**src/rtl/kbd_cmd_pkg.sv**
```systemverilog
package kbd_cmd_pkg;
  localparam int BYTE_W = 8;

  localparam logic [BYTE_W-1:0] ESC_CODE  = 8'h1b;
  localparam logic [BYTE_W-1:0] CMD_CFG   = 8'h42;
  localparam logic [BYTE_W-1:0] CMD_DIAG  = 8'h44;
  localparam logic [BYTE_W-1:0] CMD_SCAN  = 8'h55;
  localparam logic [BYTE_W-1:0] REPLY_LEAD = 8'hff;
  localparam logic [BYTE_W-1:0] STAT_MASK = 8'h38;

  localparam int NCFG = 4;
  // bit positions in the parameter byte, index order matches cfg_t (lsb first)
  localparam int CFG_POS [NCFG] = '{0, 2, 3, 5};

  typedef enum logic [1:0] {
    PS_IDLE,
    PS_CMD,
    PS_PARAM
  } parse_st_e;

  typedef struct packed {
    logic loud;
    logic mem_click;
    logic key_click;
    logic bell;
  } cfg_t;
endpackage

```
**src/rtl/kbd_cmd_parser.sv**
```systemverilog
module kbd_cmd_parser
  import kbd_cmd_pkg::*;
(
  input  logic              clk,
  input  logic              rst_n,
  input  logic [BYTE_W-1:0] rx_data,
  input  logic              rx_valid,
  output logic              cfg_load,
  output logic              diag_go,
  output logic              scan_go
);
  parse_st_e st_q, st_d;

  always_comb begin
    st_d     = st_q;
    cfg_load = 1'b0;
    diag_go  = 1'b0;
    scan_go  = 1'b0;
    if (rx_valid) begin
      unique case (st_q)
        PS_IDLE: begin
          if (rx_data == ESC_CODE) st_d = PS_CMD;
        end
        PS_CMD: begin
          st_d = PS_IDLE;
          if (rx_data == CMD_CFG)       st_d = PS_PARAM;
          else if (rx_data == CMD_DIAG) diag_go = 1'b1;
          else if (rx_data == CMD_SCAN) scan_go = 1'b1;
        end
        PS_PARAM: begin
          cfg_load = 1'b1;
          st_d     = PS_IDLE;
        end
        default: st_d = PS_IDLE;
      endcase
    end
  end

  always_ff @(posedge clk or negedge rst_n) begin
    if (!rst_n) st_q <= PS_IDLE;
    else        st_q <= st_d;
  end
endmodule

```
**src/rtl/kbd_cfg_reg.sv**
```systemverilog
module kbd_cfg_reg
  import kbd_cmd_pkg::*;
(
  input  logic              clk,
  input  logic              rst_n,
  input  logic              cfg_load,
  input  logic              diag_go,
  input  logic              scan_go,
  input  logic [BYTE_W-1:0] param_byte,
  output cfg_t              cfg,
  output logic              scan_mode
);
  logic [NCFG-1:0] pick;
  logic [NCFG-1:0] cfg_q, cfg_d;
  logic            mode_q, mode_d;
  logic            cfg_en, mode_en;

  for (genvar i = 0; i < NCFG; i++) begin : g_pick
    assign pick[i] = param_byte[CFG_POS[i]];
  end

  always_comb begin
    cfg_en  = cfg_load | diag_go;
    mode_en = scan_go | diag_go;
    cfg_d   = diag_go ? '0 : pick;
    mode_d  = scan_go;
  end

  always_ff @(posedge clk or negedge rst_n) begin
    if (!rst_n) begin
      cfg_q  <= '0;
      mode_q <= 1'b0;
    end else begin
      if (cfg_en)  cfg_q  <= cfg_d;
      if (mode_en) mode_q <= mode_d;
    end
  end

  assign cfg       = cfg_t'(cfg_q);
  assign scan_mode = mode_q;
endmodule

```
**src/rtl/kbd_reply_seq.sv**
```systemverilog
module kbd_reply_seq
  import kbd_cmd_pkg::*;
(
  input  logic              clk,
  input  logic              rst_n,
  input  logic              start,
  input  logic [BYTE_W-1:0] status_in,
  input  logic              tx_ready,
  output logic [BYTE_W-1:0] tx_data,
  output logic              tx_valid
);
  localparam int NREPLY = 2;
  localparam int CW = $clog2(NREPLY + 1);

  logic [CW-1:0]     left_q, left_d;
  logic [BYTE_W-1:0] stat_q;
  logic              take;

  always_comb begin
    take   = (left_q != '0) && tx_ready;
    left_d = left_q;
    if (start)     left_d = CW'(NREPLY);
    else if (take) left_d = left_q - CW'(1);
  end

  always_ff @(posedge clk or negedge rst_n) begin
    if (!rst_n) begin
      left_q <= '0;
      stat_q <= '0;
    end else begin
      left_q <= left_d;
      if (start) stat_q <= status_in & STAT_MASK;
    end
  end

  assign tx_valid = (left_q != '0);
  assign tx_data  = (left_q == CW'(NREPLY)) ? REPLY_LEAD : stat_q;
endmodule

```
**src/rtl/kbd_cmd_decoder.sv**
```systemverilog
module kbd_cmd_decoder
  import kbd_cmd_pkg::*;
(
  input  logic       clk,
  input  logic       rst_n,
  input  logic [7:0] rx_data,
  input  logic       rx_valid,
  input  logic [7:0] selftest_status,
  input  logic       tx_ready,
  output logic [7:0] tx_data,
  output logic       tx_valid,
  output logic       bell_en,
  output logic       key_click_en,
  output logic       membrane_click_en,
  output logic       bell_loud,
  output logic       scan_mode
);
  logic cfg_load, diag_go, scan_go;
  cfg_t cfg;

  kbd_cmd_parser u_parse (
    .clk(clk), .rst_n(rst_n), .rx_data(rx_data), .rx_valid(rx_valid),
    .cfg_load(cfg_load), .diag_go(diag_go), .scan_go(scan_go)
  );

  kbd_cfg_reg u_cfg (
    .clk(clk), .rst_n(rst_n), .cfg_load(cfg_load), .diag_go(diag_go),
    .scan_go(scan_go), .param_byte(rx_data), .cfg(cfg), .scan_mode(scan_mode)
  );

  kbd_reply_seq u_reply (
    .clk(clk), .rst_n(rst_n), .start(diag_go), .status_in(selftest_status),
    .tx_ready(tx_ready), .tx_data(tx_data), .tx_valid(tx_valid)
  );

  assign bell_en           = cfg.bell;
  assign key_click_en      = cfg.key_click;
  assign membrane_click_en = cfg.mem_click;
  assign bell_loud         = cfg.loud;
endmodule

```
**config.mk**
```make
export PLATFORM = sky130hd
export DESIGN_NAME = kbd_cmd_decoder
export DESIGN_NICKNAME = d
export VERILOG_FILES = /design/src/rtl/kbd_cmd_pkg.sv /design/src/rtl/kbd_cmd_parser.sv /design/src/rtl/kbd_cfg_reg.sv /design/src/rtl/kbd_reply_seq.sv /design/src/rtl/kbd_cmd_decoder.sv
export SDC_FILE = /design/constraint.sdc
export NUM_CORES = 1
export LEC_CHECK = 0
export ABC_AREA = 1
export BUFFER_PORTS_ARGS = -buffer_cell sky130_fd_sc_hd__buf_2
export CORE_MARGIN = 2
export CORE_UTILIZATION = 45
export DETAILED_ROUTE_END_ITERATION = 6
export GPL_TIMING_DRIVEN = 0
export PLACE_DENSITY = 0.8
export SYNTH_ARGS = -nofsm -noshare
export SYNTH_HDL_FRONTEND = slang
export SYNTH_SLANG_ARGS = --single-unit
```
**constraint.sdc**
```tcl
create_clock -name clk -period 1.2 [get_ports clk]
set_input_delay 0.06 -clock clk [delete_from_list [all_inputs] [get_ports clk]]
set_output_delay 0.06 -clock clk [all_outputs]
set_load 0.01 [all_outputs]
```
==> results of run 1 <==
==> metal layers <==
metal | vias to the layer above | track usage [%]
met1 | 375 | 23.2
met5 | - | 0
li1 | 411 | -
met2 | 29 | 32.9
met3 | 5 | 5.20
met4 | 0 | 8.82
==> final timing paths <==
kind	startpoint	to	slack [ps]	depth (start not counted)
worst max-delay path	u_reply.left_q[1]$_DFFE_PN0P_	tx_data[3]	-130	3
worst min-delay path	selftest_status[5]	u_reply.stat_q[5]$_DFFE_PN0P_	20	3
worst max register to register	u_reply.left_q[1]$_DFFE_PN0P_	u_reply.left_q[0]$_DFFE_PN0P_	-40	9
worst min register to register	u_reply.stat_q[5]$_DFFE_PN0P_	u_reply.stat_q[5]$_DFFE_PN0P_	470	2
max in group asynchronous	rst_n	u_parse.st_q[1]$_DFFE_PN0P_	790	2
min in group asynchronous	rst_n	u_parse.st_q[0]$_DFFE_PN0P_	180	2
==> cell usage in the layout, fill, tap and decap left out, types with 3 or more instances in the layout <==
cell,count
nand2_1,30
inv_1,19
buf_2,19
buf_6,15
nor2_1,10
dfrtp_1,10
buf_4,6
nand3_1,5
nand4_1,5
inv_2,3
or2_4,3
o21ai_1,3
clkbuf_4,3
==> per-stage QoR <==
| step | setup TNS [ps] | utilization [%] |
|---|---|---|
| final | -822 | 75.8 |
| after global routing | -1650 | 75.8 |
| after CTS | -724 | 69.6 |
| after detailed placement | 0 | 59.6 |
| after global placement | 0 | 59.6 |
| after floorplan | 0 | - |
==> final cells by class <==
type / count / share of cell area, %
repair buffers: 38 / 24.1
flip-flops and latches: 12 / 25.6
plain buffers: 3 / 2.86
inverters: 24 / 8.04
multi-input cells: 68 / 34.6
well taps: 16 / 1.69
clock buffers: 4 / 3.07
==> critical path: cells and delay by family, from the launching register on <==
kind | cells | cell delay [ps]
fa+ha+maj | 1 | 200
buf+inv | 1 | 120
flops | 1 | 430
simple gates | 1 | 230
==> repair_timing <==
| action | in CTS | in global routing |
|---|---|---|
| hold buffers | 1 | 0 |
| setup endpoints to repair | 8 | 19 |
| cloned | 0 | 1 |
| setup buffers | 4 | 5 |
| hold endpoints to repair | 12 | 0 |
| resized for setup | 22 | 14 |
| pin swaps | 5 | 7 |
==> power by group through the flow <==
stage / Sequential, W / Combinational (W) / Clock [W]
after floorplan: 0.000500 / 0.000465 / 0
after global placement: 0.000492 / 0.000697 / 0
after detailed placement: 0.000496 / 0.000726 / 0
after CTS: 0.000496 / 0.00115 / 0.000338
after global routing: 0.000511 / 0.00142 / 0.000357
final: 0.000503 / 0.00131 / 0.000338
==> cells by family (layout without fill, tap and decap cells) <==
kind of cell	count (synthesis)	in the layout
XOR/XNOR	1	1
AND/OR/NAND/NOR	59	60
flip-flops	12	12
AO/OA/AOI/OAI	5	5
buffers and inverters	28	69
adder cells (fa/ha/maj)	2	2
==> registers in the layout, summed over array words and instances, names as in the netlist <==
register,count
u_cfg.cfg,4
u_cfg.scan_mode,1
u_parse.st_q,2
u_reply.left_q,2
u_reply.stat_q,3
==> results.py, run 1 <==
metrics = {
    "sta": {
        "fmax_ghz": 0.755,
        "finalCritPeriodShare_pct": 110,
        "skew_ps": 3.72,
        "finalCriticalPeriod_ps": 1330,
        "slew_violations": 0,
        "slew_headroom_pct": 69.4,
        "setup_slack_ps": -125,
        "whs_ps": 21.3,
        "grt_setup_unrepaired": "yes",
        "hold_violations": 0,
        "tightest_slew_ps": 457,
        "setup_viol": 10,
    },
    "place": {
        "routabilityCongestion": 0.808,
        "port_buffers": 28,
        "dp_slack_ps": 18.4,
        "placed_cell_area_um2": 928,
        "dpl.hpwl_um": 1240,
        "dp.cells": 151,
    },
    "global_routing": {
        "grt_pass1_vias": 691,
        "grt_remaining_overflow": 0,
        "track_usage_pct": 19.5,
        "antenna_found_initial": 0,
        "grt_pass1_wl_um": 2810,
        "grt_max_degree": 13,
    },
    "logic_synthesis": {
        "syn_nets": 129,
        "synth-compound-area-share_pct": 3.42,
        "ys.flop_type": "dfrtp_1",
        "synth_area_per_cell_um2": 7.18,
        "yosysWarningCount": 0,
        "synth_most_common_cell": "nand2_1",
        "synth_commonest_cells": "nand2_1, inv_1, dfrtp_1, nor2_1",
        "synthAdderAreaFrac_pct": 3.26,
        "ys_async_sr_fraction_pct": 100,
        "synth-seq-cells": 12,
        "yosys.area.top_type_share_pct": 39.1,
        "ys_types": 17,
        "synth_cells": 107,
        "synth_simple_gate_area_share_pct": 37.5,
        "yosys-top-cells-area": "dfrtp_1, nand2_1, inv_1",
        "synthXorXnorAreaFrac_pct": 1.14,
        "synth.mux.area_fraction_pct": 0,
        "synthesis.area_um2": 768,
        "yosys.area.top_type": "dfrtp_1",
        "synth_top_family_by_area": "simple AND/OR/NAND/NOR gates",
        "ys_seq_area_share_pct": 39.1,
        "synth-edff-count": 0,
    },
    "status": {
        "status": "finished, violations left",
        "violations": "negative setup slack",
    },
    "critical_path": {
        "startpoint_type": "register",
        "worstPathRequired_ps": 1140,
        "cp-end-kind": "primary output",
        "slowest_delay_ps": 430,
        "crit_fanout": 5,
        "crit_slowest_cell": "dfrtp_1",
        "crit_type": "reg -> out",
        "crit_chain": "ha_4 > or2_4 > buf_6",
        "worstPathArrival_ps": 1270,
    },
    "final_layout": {
        "fin_nets": 172,
        "seqCellArea_um2": 303,
        "fin_area_um2": 1180,
        "areaGrowthSynthToFinish_pct": 53.9,
        "drive_gt1_share_pct": 40.9,
        "diodes": 0,
        "instances_no_fill": 165,
        "fillers": 125,
        "multiInputGateArea_um2": 409,
    },
    "pwr": {
        "peakVddDrop_mv": 1.08,
        "power_density_nw_per_um2": 1820,
        "power_w": 0.00215,
        "power_report.internal_total_w": 0.00144,
        "pwr-share-comb_pct": 61.0,
        "switching_share_pct": 33.4,
        "clkPwrFrac_pct": 15.7,
        "p_switching_w": 0.000719,
        "power_frac_seq_pct": 23.3,
        "p_leak_nw": 0.672,
    },
    "hold_path": {
        "worstHoldPathType": "in -> reg",
    },
    "cts": {
        "numCtsBuffers": 3,
        "cts.path.max_buffers": 2,
        "clockRootBuffer": "clkbuf_4",
        "cts_tree": "built",
        "clk_pin_slew_worst_paths_ps": 80,
        "clock_latency_ps": 280,
        "htree_levels": 1,
        "clock_sinks": 12,
    },
    "route": {
        "met2_length_um": 928,
        "drtIter0Drc": 20,
        "via_count": 820,
        "wirelength_um": 1870,
        "vias_per_cell": 4.97,
        "ant_nets": 0,
        "wl_per_cell_um": 11.3,
        "drt-met1-wl_um": 799,
        "wl_met3_um": 107,
        "drtPass1Iterations": 4,
        "post-route-drc-count": 0,
        "top_layer_used": "met4",
    },
    "die": {
        "initial_utilization_pct": 49.3,
        "die_area_um2": 2050,
        "chipWidth_um": 45.3,
        "coreArea_um2": 1560,
        "fp.dieH_um": 45.3,
        "rows": 14,
        "ioPinCount": 34,
    },
    "run": {
        "drv_cap": 0,
    },
}
(Power assumes the default switching activity.)
==> inputs of run 2 (changes only) <==
- CORE_MARGIN: 2 -> unset
- SKIP_LAST_GASP: unset -> 1
- clock period: 1.2 -> 1.3 ns (I/O delays scaled with it)
==> results.py, run 2 (synthesis gave the netlist of run 1 again) <==
metrics = {
    "pwr": {
        "peakVddDrop_mv": 0.996,
        "power_density_nw_per_um2": 1660,
        "p_leak_nw": 0.606,
    },
    "place": {
        "port_buffers": 28,
        "dp_slack_ps": 97.5,
        "dpl.hpwl_um": 1180,
        "routabilityCongestion": 0.766,
    },
    "final_layout": {
        "diodes": 0,
        "drive_gt1_share_pct": 34.5,
        "final_util_pct": 68.3,
        "areaGrowthSynthToFinish_pct": 38.6,
        "largest_reg_flops": 4,
        "final_cell_mix": "nand2_1, buf_2, inv_1",
        "mostFrequentLayoutCell": "nand2_1",
        "fin_nets": 165,
    },
    "hold_path": {
        "hold_start": "selftest_status[4]",
        "whs_path_depth": 3,
        "worstHoldPathType": "in -> reg",
        "holdPathEnd": "u_reply.stat_q[4]$_DFFE_PN0P_",
    },
    "critical_path": {
        "crit_fanout": 6,
        "r2r_slack_ps": 120,
        "reg2regPathDepth": 8,
        "crit_chain": "ha_4 > or2_4 > buf_6",
        "r2r_end": "u_reply.left_q[0]$_DFFE_PN0P_",
        "r2r_start": "u_reply.left_q[1]$_DFFE_PN0P_",
        "slowest_delay_ps": 420,
        "worstPathRequired_ps": 1240,
        "crit_slowest_cell": "dfrtp_1",
        "crit_type": "reg -> out",
        "startpoint_type": "register",
        "worstPathArrival_ps": 1230,
        "cp-end-kind": "primary output",
    },
    "die": {
        "ioPinCount": 34,
        "die_area_um2": 1880,
        "initial_utilization_pct": 49.3,
        "rows": 14,
        "fp.dieH_um": 43.3,
        "chipWidth_um": 43.3,
        "coreArea_um2": 1560,
    },
    "cts": {
        "numCtsBuffers": 3,
        "clockRootBuffer": "clkbuf_4",
        "cts_tree": "built",
        "cts.path.max_buffers": 2,
        "clock_sinks": 12,
        "clock_latency_ps": 270,
        "clk_pin_slew_worst_paths_ps": 80,
        "htree_levels": 1,
    },
    "global_routing": {
        "grt_pass1_wl_um": 2860,
        "grt_remaining_overflow": 0,
        "track_usage_pct": 20.6,
        "antenna_found_initial": 0,
        "grt_pass1_vias": 726,
        "grt_max_degree": 13,
    },
    "route": {
        "wl_per_cell_um": 10.5,
        "wirelength_um": 1660,
        "post-route-drc-count": 6,
        "drtIter0Drc": 15,
        "vias_per_cell": 4.85,
        "ant_nets": 0,
        "drtPass1Iterations": 6,
        "via_count": 767,
    },
    "sta": {
        "finalCriticalPeriod_ps": 1300,
        "slew_headroom_pct": 80.5,
        "setup_viol": 0,
        "tightest_slew_ps": 291,
        "finalCritPeriodShare_pct": 99.7,
        "whs_ps": 43.8,
        "setup_slack_ps": 3.57,
        "skew_ps": 3.33,
        "grt_setup_unrepaired": "yes",
        "hold_violations": 0,
        "fmax_ghz": 0.771,
        "slew_violations": 0,
    },
    "status": {
        "violations": "design-rule violations",
        "status": "finished, violations left",
    },
    "run": {
        "drv_cap": 0,
    },
}
-- run 2: repair_timing --
action                     4_1_cts  5_1_grt
setup buffers                    3        0
hold buffers                     1        0
pin swaps                        3        3
gates resized for setup         12        6
setup endpoints to repair        7        7
hold endpoints to repair        12        0
-- run 2: power by group --
| part | total (W) | switching [W] | internal, W |
|---|---|---|---|
| Clock | 0.000294 | 0.000124 | 0.000170 |
| Combinational | 0.00101 | 0.000427 | 0.000586 |
| Sequential | 0.000457 | 0.0000343 | 0.000423 |
-- run 2: critical path: cells and delay by family, from the launching register on --
family,cells,cell delay [ps]
fa+ha+maj,1,200
buf+inv,1,120
flops,1,420
simple gates,1,230
-- run 2: how the worst max path moves through the flow --
stage | from | to | slack [ps]
4_1_cts | u_reply.left_q[1]$_DFFE_PN0P_ | tx_data[1] | -20
3_3_place_gp | u_reply.left_q[0]$_DFFE_PN0P_ | tx_data[5] | 140
2_1_floorplan | u_reply.left_q[0]$_DFFE_PN0P_ | u_reply.left_q[0]$_DFFE_PN0P_ | 160
3_5_place_dp | u_reply.left_q[0]$_DFFE_PN0P_ | tx_data[4] | 100
5_1_grt | u_reply.left_q[0]$_DFFE_PN0P_ | tx_data[4] | -40
6_report | u_reply.left_q[1]$_DFFE_PN0P_ | tx_data[4] | 4
-- run 2: layout make-up --
type	instances	area, um2
clock buffer	4	36.3
tap	16	20.0
fill	130	494
timing repair buffer	32	218
multi-input combinational	67	370
inverter	24	90.1
buffer	3	30.0
sequential	12	300
-- run 2: per-layer routing --
layer | share of wire, % | up-vias | wire length, um | track usage (%)
met1 | 42 | 348 | 707 | 22.3
met2 | 52 | 26 | 858 | 40.0
met5 | 0 | - | 0 | 0
li1 | - | 391 | - | -
met4 | 0.96 | 0 | 16 | 5.63
met3 | 4.9 | 2 | 82 | 3.83
-- run 2: through the flow --
step                      instances  cell area (um2)  power (W)  setup TNS, ps
after global routing            158             1060    0.00188           -159
after global placement          151              928    0.00109              0
after CTS                       159             1050    0.00171          -66.6
final                           158             1060    0.00176              0
after detailed placement        151              928    0.00112              0
after floorplan                 107              768   0.000891              0
